## src/rtl/gs_pwm_pkg.sv

```systemverilog
package gs_pwm_pkg;
  typedef enum logic [1:0] {
    ST_BLANK = 2'd0,
    ST_ARM   = 2'd1,
    ST_ALIGN = 2'd2,
    ST_RUN   = 2'd3
  } gs_state_e;
endpackage

```

## src/rtl/gs_edge_sync.sv

```systemverilog
module gs_edge_sync #(
  parameter int STAGES = 2
) (
  input  logic clk_i,
  input  logic rst_ni,
  input  logic gs_clk_i,
  input  logic pol_i,
  output logic count_edge_o,
  output logic align_edge_o
);
  // sh[STAGES-1] is the synced level, sh[STAGES] its previous value
  logic [STAGES:0] sh_q;
  logic rise, fall;

  always_ff @(posedge clk_i or negedge rst_ni) begin
    if (!rst_ni) sh_q <= '0;
    else         sh_q <= {sh_q[STAGES-1:0], gs_clk_i};
  end

  assign rise = sh_q[STAGES-1] & ~sh_q[STAGES];
  assign fall = ~sh_q[STAGES-1] & sh_q[STAGES];

  assign count_edge_o = pol_i ? rise : fall;
  assign align_edge_o = pol_i ? fall : rise;
endmodule

```

## src/rtl/gs_period_ctrl.sv

```systemverilog
module gs_period_ctrl
  import gs_pwm_pkg::*;
#(
  parameter int W = 10
) (
  input  logic         clk_i,
  input  logic         rst_ni,
  input  logic         blank_i,
  input  logic         count_edge_i,
  input  logic         align_edge_i,
  output logic         run_o,
  output logic         blanked_o,
  output logic         wrap_o,
  output logic [W-1:0] cnt_o
);
  localparam logic [W-1:0] CNT_MAX = {W{1'b1}};

  gs_state_e    state_q;
  logic [W-1:0] cnt_q;

  always_ff @(posedge clk_i or negedge rst_ni) begin
    if (!rst_ni) begin
      state_q <= ST_BLANK;
      cnt_q   <= '0;
    end else if (blank_i) begin
      state_q <= ST_BLANK;
      cnt_q   <= '0;
    end else begin
      unique case (state_q)
        ST_BLANK: state_q <= ST_ARM;
        ST_ARM:   if (count_edge_i) state_q <= ST_ALIGN;
        ST_ALIGN: if (align_edge_i) begin
          state_q <= ST_RUN;
          cnt_q   <= '0;
        end
        ST_RUN:   if (count_edge_i) cnt_q <= cnt_q + 1'b1;
        default:  state_q <= ST_BLANK;
      endcase
    end
  end

  assign run_o     = (state_q == ST_RUN);
  assign blanked_o = (state_q == ST_BLANK);
  assign wrap_o    = run_o && count_edge_i && (cnt_q == CNT_MAX) && !blank_i;
  assign cnt_o     = cnt_q;
endmodule

```

## src/rtl/gs_channel.sv

```systemverilog
module gs_channel #(
  parameter int W = 10
) (
  input  logic         clk_i,
  input  logic         rst_ni,
  input  logic         load_i,
  input  logic [W-1:0] level_i,
  input  logic         apply_i,
  input  logic         run_i,
  input  logic         blank_i,
  input  logic [W-1:0] cnt_i,
  output logic [W-1:0] active_o,
  output logic         on_o
);
  logic [W-1:0] pend_q, act_q;
  logic         on_q;

  always_ff @(posedge clk_i or negedge rst_ni) begin
    if (!rst_ni) begin
      pend_q <= '0;
      act_q  <= '0;
      on_q   <= 1'b0;
    end else begin
      if (load_i)  pend_q <= level_i;
      if (apply_i) act_q  <= pend_q;
      on_q <= run_i & ~blank_i & (cnt_i < act_q);
    end
  end

  assign active_o = act_q;
  assign on_o     = on_q;
endmodule

```

## src/rtl/gs_pwm_bank.sv

```systemverilog
module gs_pwm_bank #(
  parameter int NCH    = 8,
  parameter int W      = 10,
  parameter int STAGES = 2
) (
  input  logic           clk_i,
  input  logic           rst_ni,
  input  logic           gs_clk_i,
  input  logic           edge_pol_i,
  input  logic           blank_i,
  input  logic           load_i,
  input  logic [NCH*W-1:0] level_i,
  output logic [NCH-1:0] led_on_o
);
  logic         count_edge, align_edge;
  logic         run, blanked, wrap;
  logic [W-1:0] cnt;
  logic [NCH*W-1:0] active_flat;

  gs_edge_sync #(.STAGES(STAGES)) u_sync (
    .clk_i        (clk_i),
    .rst_ni       (rst_ni),
    .gs_clk_i     (gs_clk_i),
    .pol_i        (edge_pol_i),
    .count_edge_o (count_edge),
    .align_edge_o (align_edge)
  );

  gs_period_ctrl #(.W(W)) u_ctrl (
    .clk_i        (clk_i),
    .rst_ni       (rst_ni),
    .blank_i      (blank_i),
    .count_edge_i (count_edge),
    .align_edge_i (align_edge),
    .run_o        (run),
    .blanked_o    (blanked),
    .wrap_o       (wrap),
    .cnt_o        (cnt)
  );

  for (genvar i = 0; i < NCH; i++) begin : g_ch
    gs_channel #(.W(W)) u_ch (
      .clk_i    (clk_i),
      .rst_ni   (rst_ni),
      .load_i   (load_i),
      .level_i  (level_i[i*W +: W]),
      .apply_i  (blanked | wrap),
      .run_i    (run),
      .blank_i  (blank_i),
      .cnt_i    (cnt),
      .active_o (active_flat[i*W +: W]),
      .on_o     (led_on_o[i])
    );
  end
endmodule

```

## config.mk

```make
export PLATFORM = sky130hd
export DESIGN_NAME = gs_pwm_bank
export DESIGN_NICKNAME = d
export VERILOG_FILES = /design/src/rtl/gs_pwm_pkg.sv /design/src/rtl/gs_edge_sync.sv /design/src/rtl/gs_period_ctrl.sv /design/src/rtl/gs_channel.sv /design/src/rtl/gs_pwm_bank.sv
export SDC_FILE = /design/constraint.sdc
export NUM_CORES = 1
export LEC_CHECK = 0
export BUFFER_PORTS_ARGS = -buffer_cell sky130_fd_sc_hd__buf_2
export CORE_MARGIN = 2
export CORE_UTILIZATION = 59
export DETAILED_ROUTE_END_ITERATION = 10
export PLACE_DENSITY_LB_ADDON = 0.05
export RECOVER_POWER = 100
export SYNTH_ARGS = -nofsm -noshare
export SYNTH_HDL_FRONTEND = slang
export SYNTH_SLANG_ARGS = --single-unit
```

## constraint.sdc

```tcl
create_clock -name clk_i -period 2.62 [get_ports clk_i]
set_input_delay 0.131 -clock clk_i [delete_from_list [all_inputs] [get_ports clk_i]]
set_output_delay 0.131 -clock clk_i [all_outputs]
set_load 0.01 [all_outputs]
```

==> results of run 1 <==
==> cell usage in the layout (no fill, tap or decap), types with 3 or more instances in the layout <==
| cell | netlist | layout |
|---|---|---|
| mux2i_1 | 4 | 4 |
| dfrtp_1 | 183 | 183 |
| clkbuf_1 | 12 | 9 |
| a31oi_1 | 4 | 4 |
| o21ai_0 | 11 | 11 |
| nand2_1 | 5 | 5 |
| dlygate4sd3_1 | 0 | 82 |
| nand4_1 | 17 | 17 |
| inv_6 | 0 | 5 |
| buf_4 | 8 | 12 |
| nor2b_1 | 8 | 8 |
| mux2_1 | 0 | 76 |
| nand2b_1 | 9 | 9 |
| or3_1 | 9 | 9 |
| o2111a_1 | 8 | 8 |
| nand3_1 | 5 | 5 |
| ha_1 | 78 | 78 |
| a21o_1 | 16 | 16 |
| clkbuf_16 | 0 | 17 |
| nand3b_1 | 4 | 4 |
| inv_1 | 77 | 77 |
| buf_2 | 0 | 83 |
| a21oi_1 | 30 | 31 |
| mux2_4 | 80 | 4 |
| o21a_1 | 3 | 3 |
| nor2_1 | 12 | 12 |
| mux2_2 | 80 | 80 |
| clkinv_2 | 0 | 4 |
==> layer usage <==
metal	vias up	track usage (%)
li1	2799	-
met2	95	40.0
met3	17	4.62
met1	2861	30.0
met4	0	7.42
met5	-	0
==> critical path, delay by kind of cell (launching register included) <==
kind                   cells  cell delay, ns
and+or+nand+nor            1            0.47
AOI/OAI and AO/OA          2            0.44
muxes                      1            0.37
buffers and inverters      1            0.32
DFF                        1            0.41
==> worst max path at each step <==
stage / from / depth (start not counted) / slack [ns] / to
2_1_floorplan: u_ctrl.cnt_o[1] / 6 / 0.67 / g_ch[0].u_ch.active_o[0]
3_3_place_gp: u_ctrl.cnt_o[0] / 6 / 0.61 / g_ch[4].u_ch.active_o[6]
3_5_place_dp: u_ctrl.cnt_o[0] / 6 / 0.55 / g_ch[2].u_ch.active_o[2]
4_1_cts: u_ctrl.cnt_o[0] / 6 / 0.53 / g_ch[0].u_ch.active_o[0]
5_1_grt: u_sync.sh_q[1] / 5 / 0.35 / g_ch[4].u_ch.active_o[9]
6_report: u_sync.sh_q[1] / 5 / 0.48 / g_ch[2].u_ch.active_o[7]
==> logic make-up after synthesis <==
group / share of synthesized area, %
AO/OA/AOI/OAI: 6.37
adder cells (fa/ha/maj): 10.6
buffers and inverters: 5.24
flip-flops: 49.6
multiplexers: 23.2
AND/OR/NAND/NOR: 5.03
==> registers in the layout, summed over array words and instances, names as in the netlist <==
signal	flops
u_ctrl.state_q	2
u_sync.sh_q	3
g_ch.u_ch.pend_q	80
u_ctrl.cnt_o	10
g_ch.u_ch.active_o	80
g_ch.u_ch.on_o	8
==> area by class of cell <==
cell class | instances | area, um^2
Clock buffer | 19 | 443
Clock inverter | 13 | 118
Fill cell | 1092 | 4300
Inverter | 77 | 289
Multi-Input combinational cell | 402 | 3860
Sequential cell | 183 | 4580
Tap cell | 211 | 264
Timing Repair Buffer | 189 | 1410
==> where the power goes <==
group	switching (mW)	internal, mW
Combinational	1.26	1.30
Sequential	0.437	3.61
Clock	1.09	1.34
Total	2.79	6.25
==> results_dict.tcl, run 1 <==
set metrics [dict create \
    status "complete, but fails checks" \
    violations "max-capacitance violations, max-slew violations" \
    synth_area_leader_cell "dfrtp_1" \
    route.detailed.drc 0 \
    synthArstFlopShare_pct 100 \
    grt_max_degree 81 \
    wl_met3_um 556 \
    drtIter0Drc 232 \
    syn_inst 690 \
    grt_antenna_before_repair 0 \
    ys_seq_elements 183 \
    diodes 0 \
    overflow 0 \
    grt_pass1_wl_um 29800 \
    met1Wirelength_um 8190 \
    fin_crit_ns 2.14 \
    final_nets 1034 \
    synth_top_area_share_pct 49.6 \
    path_cells "or3b_1 > a21oi_1 > a41oi_4 > buf_4 > mux2_1" \
    maxSlewViolCount 81 \
    clkSinkCount 183 \
    critPathKind "reg2reg" \
    core-area_um2 15300 \
    avgSynthCellArea_um2 13.4 \
    yosysMostFrequentCell "dfrtp_1" \
    fmax_mhz 468 \
    fin_area_um2 11000 \
    relSlewSlack_pct -33.2 \
    dpl.cell_count 980 \
    pre_cts_ws_ns 0.555 \
    syn_nets 854 \
    post-cts-setup-buffers 0 \
    path_clk_slew_ns 0.07 \
    finalCritPeriodShare_pct 81.5 \
    finish.utilization_pct 71.8 \
    wl_per_cell_um 16.4 \
    reg2reg_depth 5 \
    hpwlAfterDp_um 11900 \
    hold_start "blank_i" \
    cts_max_level 4 \
    syn2layout_area_growth_pct 18.7 \
    final.setup.tns_ns 0 \
    setup_viol 0 \
    instances_no_fill 1094 \
    placed_cell_area_um2 9910 \
    core.rowCount 45 \
    numCtsBuffers 17 \
    synthTopCellsByCount "dfrtp_1 (183), mux2_2 (80), mux2_4 (80), ha_1 (78), inv_1 (77)" \
    cts_tree "built" \
    die_x_um 129 \
    syn_area_um2 9230 \
    synth.area.top_cells "dfrtp_1 (50%), mux2_4 (13%), ha_1 (11%)" \
    r2r_start "u_sync.sh_q[1]" \
    hold_viol 0 \
    crit_path_end_kind "flop" \
    ys_warn_count 0 \
    highest_layer "met4" \
    drive_gt1_share_pct 24.8 \
    p_leak_nw 5.36 \
    cp.arrival_ns 2.44 \
    whs_path_depth 3 \
    drt-total-wl_um 18000 \
    synth_ff_type "dfrtp_1" \
    first_global_vias 6129 \
    wl_met2_um 9040 \
    gp_congestion 0.853 \
    slowest_stage "or3b_1" \
    synth_cell_types 38 \
    synth-edff-count 0 \
    peakVddDrop_mv 0.667 \
    grtUsageTotal_pct 23.3 \
    cts-root-buf "clkbuf_16" \
    startpoint_type "flop" \
    clockBufferDepth 2 \
    die_area_um2 16700 \
    powerDensity_nw_per_um2 825 \
    start_util_pct 60.5 \
    final.hold.worst_slack_ns 0.114 \
    antenna_left 0 \
    postCtsResizedCells 0 \
    path_max_fanout 31 \
    finalPower_mw 9.04 \
    r2r_slack_ns 0.48 \
    cp.required_ns 2.93 \
    io_buffers 93 \
    drt_pass1_iterations 4 \
    vias_per_cell 5.28 \
    maxCapViolCount 1 \
    dieHeight_um 129 \
    cts_hold_buffers 82 \
    ios 94 \
    max_stage_delay_ns 0.47 \
    min_path_type "in2reg" \
    holdPathEnd "u_ctrl.cnt_o[7]" \
    fin_skew_ns 0.0122 \
    yosysSeqAreaShare_pct 49.6 \
    r2r-end "g_ch[2].u_ch.active_o[7]" \
    rsz0062_at_grt "no" \
    via_count 5772 \
    clock_latency_ns 0.43 \
    tightest_slew_ns 2.00 \
    setup_ws_ns 0.484 \
]
Power figures use the tool's default switching activity.
==> inputs of run 2 (changes only) <==
clock period = 2 ns   (was 2.62 ns; I/O delays follow)
==> run 2 against run 1 <==
Net effect: the run ends with negative setup slack left; final cell count up 0.91%; flip-flop and latch count unchanged; largest power group unchanged; sequential power increased by 33%; design area grew 4.3%.
==> results_dict.tcl, run 2 (same netlist as run 1, synthesis figures left out) <==
set metrics [dict create \
    status "complete, but fails checks" \
    violations "negative setup slack" \
    dieHeight_um 129 \
    cts_tree "built" \
    maxCapViolCount 0 \
    clkSinkCount 183 \
    final.setup.tns_ns -0.0453 \
    numCtsBuffers 17 \
    fin_crit_ns 2.01 \
    post-cts-setup-buffers 0 \
    wl_per_cell_um 17.2 \
    critPathKind "reg2reg" \
    max_stage_delay_ns 0.46 \
    path_cells "or3b_4 > a21oi_4 > a41oi_4 > clkbuf_16 > mux2_4" \
    via_count 5984 \
    cp.required_ns 2.32 \
    final_nets 1044 \
    relSlewSlack_pct 3.60 \
    min_path_type "in2reg" \
    placed_cell_area_um2 10000 \
    start_util_pct 60.5 \
    cp.arrival_ns 2.33 \
    seqCellArea_um2 4580 \
    instances_no_fill 1104 \
    peakVddDrop_mv 0.839 \
    finish.utilization_pct 74.9 \
    drt-total-wl_um 19000 \
    cts-root-buf "clkbuf_16" \
    overflow 0 \
    antenna_left 0 \
    clockBufferDepth 2 \
    multiInputGateArea_um2 4180 \
    p_leak_nw 5.73 \
    grt_max_degree 59 \
    core-area_um2 15300 \
    fin_area_um2 11400 \
    layout_common_cells "dfrtp_1 (183), buf_2 (83), dlygate4sd3_1 (82), mux2_4 (80), mux2_2 (80)" \
    fmax_mhz 497 \
    fin_skew_ns 0.00896 \
    first_global_vias 6341 \
    dpl.cell_count 989 \
    setup_ws_ns -0.0107 \
    tightest_slew_ns 1.45 \
    gp_congestion 0.813 \
    grt_pass1_wl_um 30900 \
    hold_viol 0 \
    slowest_stage "or3b_4" \
    path_max_fanout 26 \
    finalCritPeriodShare_pct 101 \
    die_area_um2 16700 \
    route.detailed.drc 0 \
    diodes 0 \
    io_buffers 93 \
    layout_commonest_cell "dfrtp_1" \
    startpoint_type "flop" \
    grtUsageTotal_pct 24.2 \
    maxSlewViolCount 0 \
    crit_path_end_kind "flop" \
    path_clk_slew_ns 0.07 \
    rsz0062_at_grt "yes" \
    drive_gt1_share_pct 34.6 \
    hpwlAfterDp_um 12300 \
    grt_antenna_before_repair 0 \
    core.rowCount 45 \
    setup_viol 12 \
    ios 94 \
    fillers 995 \
    drtIter0Drc 313 \
    drt_pass1_iterations 4 \
    syn2layout_area_growth_pct 23.7 \
    vias_per_cell 5.42 \
    powerDensity_nw_per_um2 1170 \
    die_x_um 129 \
    clock_latency_ns 0.44 \
    cts_max_level 4 \
]
run 2: repair_timing:
item                                    CTS  global route
gates cloned                              0             1
hold buffers                             82             0
hold endpoints to repair                134             0
resized for setup                         2             3
endpoints found under the setup margin   28            52
pin swaps                                 1             0
run 2: final timing paths:
check	slack (ns)	from	to	cells after the start
min reg2reg	0.39	u_sync.sh_q[0]	u_sync.sh_q[1]	0
max	-0.01	u_sync.sh_q[1]	g_ch[2].u_ch.active_o[1]	5
max reg2reg	-0.01	u_sync.sh_q[1]	g_ch[2].u_ch.active_o[1]	5
max in group asynchronous	0.32	rst_ni	g_ch[7].u_ch.pend_q[4]	3
min in group asynchronous	0.55	rst_ni	g_ch[4].u_ch.active_o[5]	2
min	0.1	blank_i	u_ctrl.cnt_o[9]	3
run 2: final cells by class:
cell class	instances	share of cell area, %
sequential	183	40.1
multi-input combinational	402	36.6
timing repair buffer	199	13.0
clock buffer	18	3.84
inverter	77	2.53
tap	211	2.31
clock inverter	14	1.61
run 2: layer usage:
| layer | wire (um) | up-vias | global-route usage (%) | share of wire (%) |
|---|---|---|---|---|
| met3 | 592 | 30 | 4.34 | 3.1 |
| met4 | 363 | 0 | 9.21 | 1.9 |
| met5 | 0 | - | 0 | 0 |
| met1 | 8410 | 3028 | 31.2 | 44 |
| li1 | - | 2806 | - | - |
| met2 | 9580 | 120 | 41.0 | 51 |
run 2: where the power goes:
part           leakage (nW)  switching (mW)  internal, mW
Sequential             2.18           0.644          4.73
Clock                 0.305            1.49          2.03
Combinational          3.25            1.88          2.62
Total                  5.73            4.01          9.38
run 2: worst max-delay path, delay by kind of cell, from the launching register on:
kind	cells	cell delay (ns)
buf+inv	1	0.30
simple gates	1	0.46
mux	1	0.34
compound gates	2	0.34
flops	1	0.42
run 2: through the flow:
step	setup slack [ns]	hold WS, ns	power, mW
finish	-0.0107	0.0959	13.4
global route	-0.0367	0.103	14.1
CTS	0.0129	0.0701	13.4
detailed placement	-0.00963	0.113	9.71
global placement	0.0397	0.105	9.45
floorplan	0.0536	-0.196	8.82
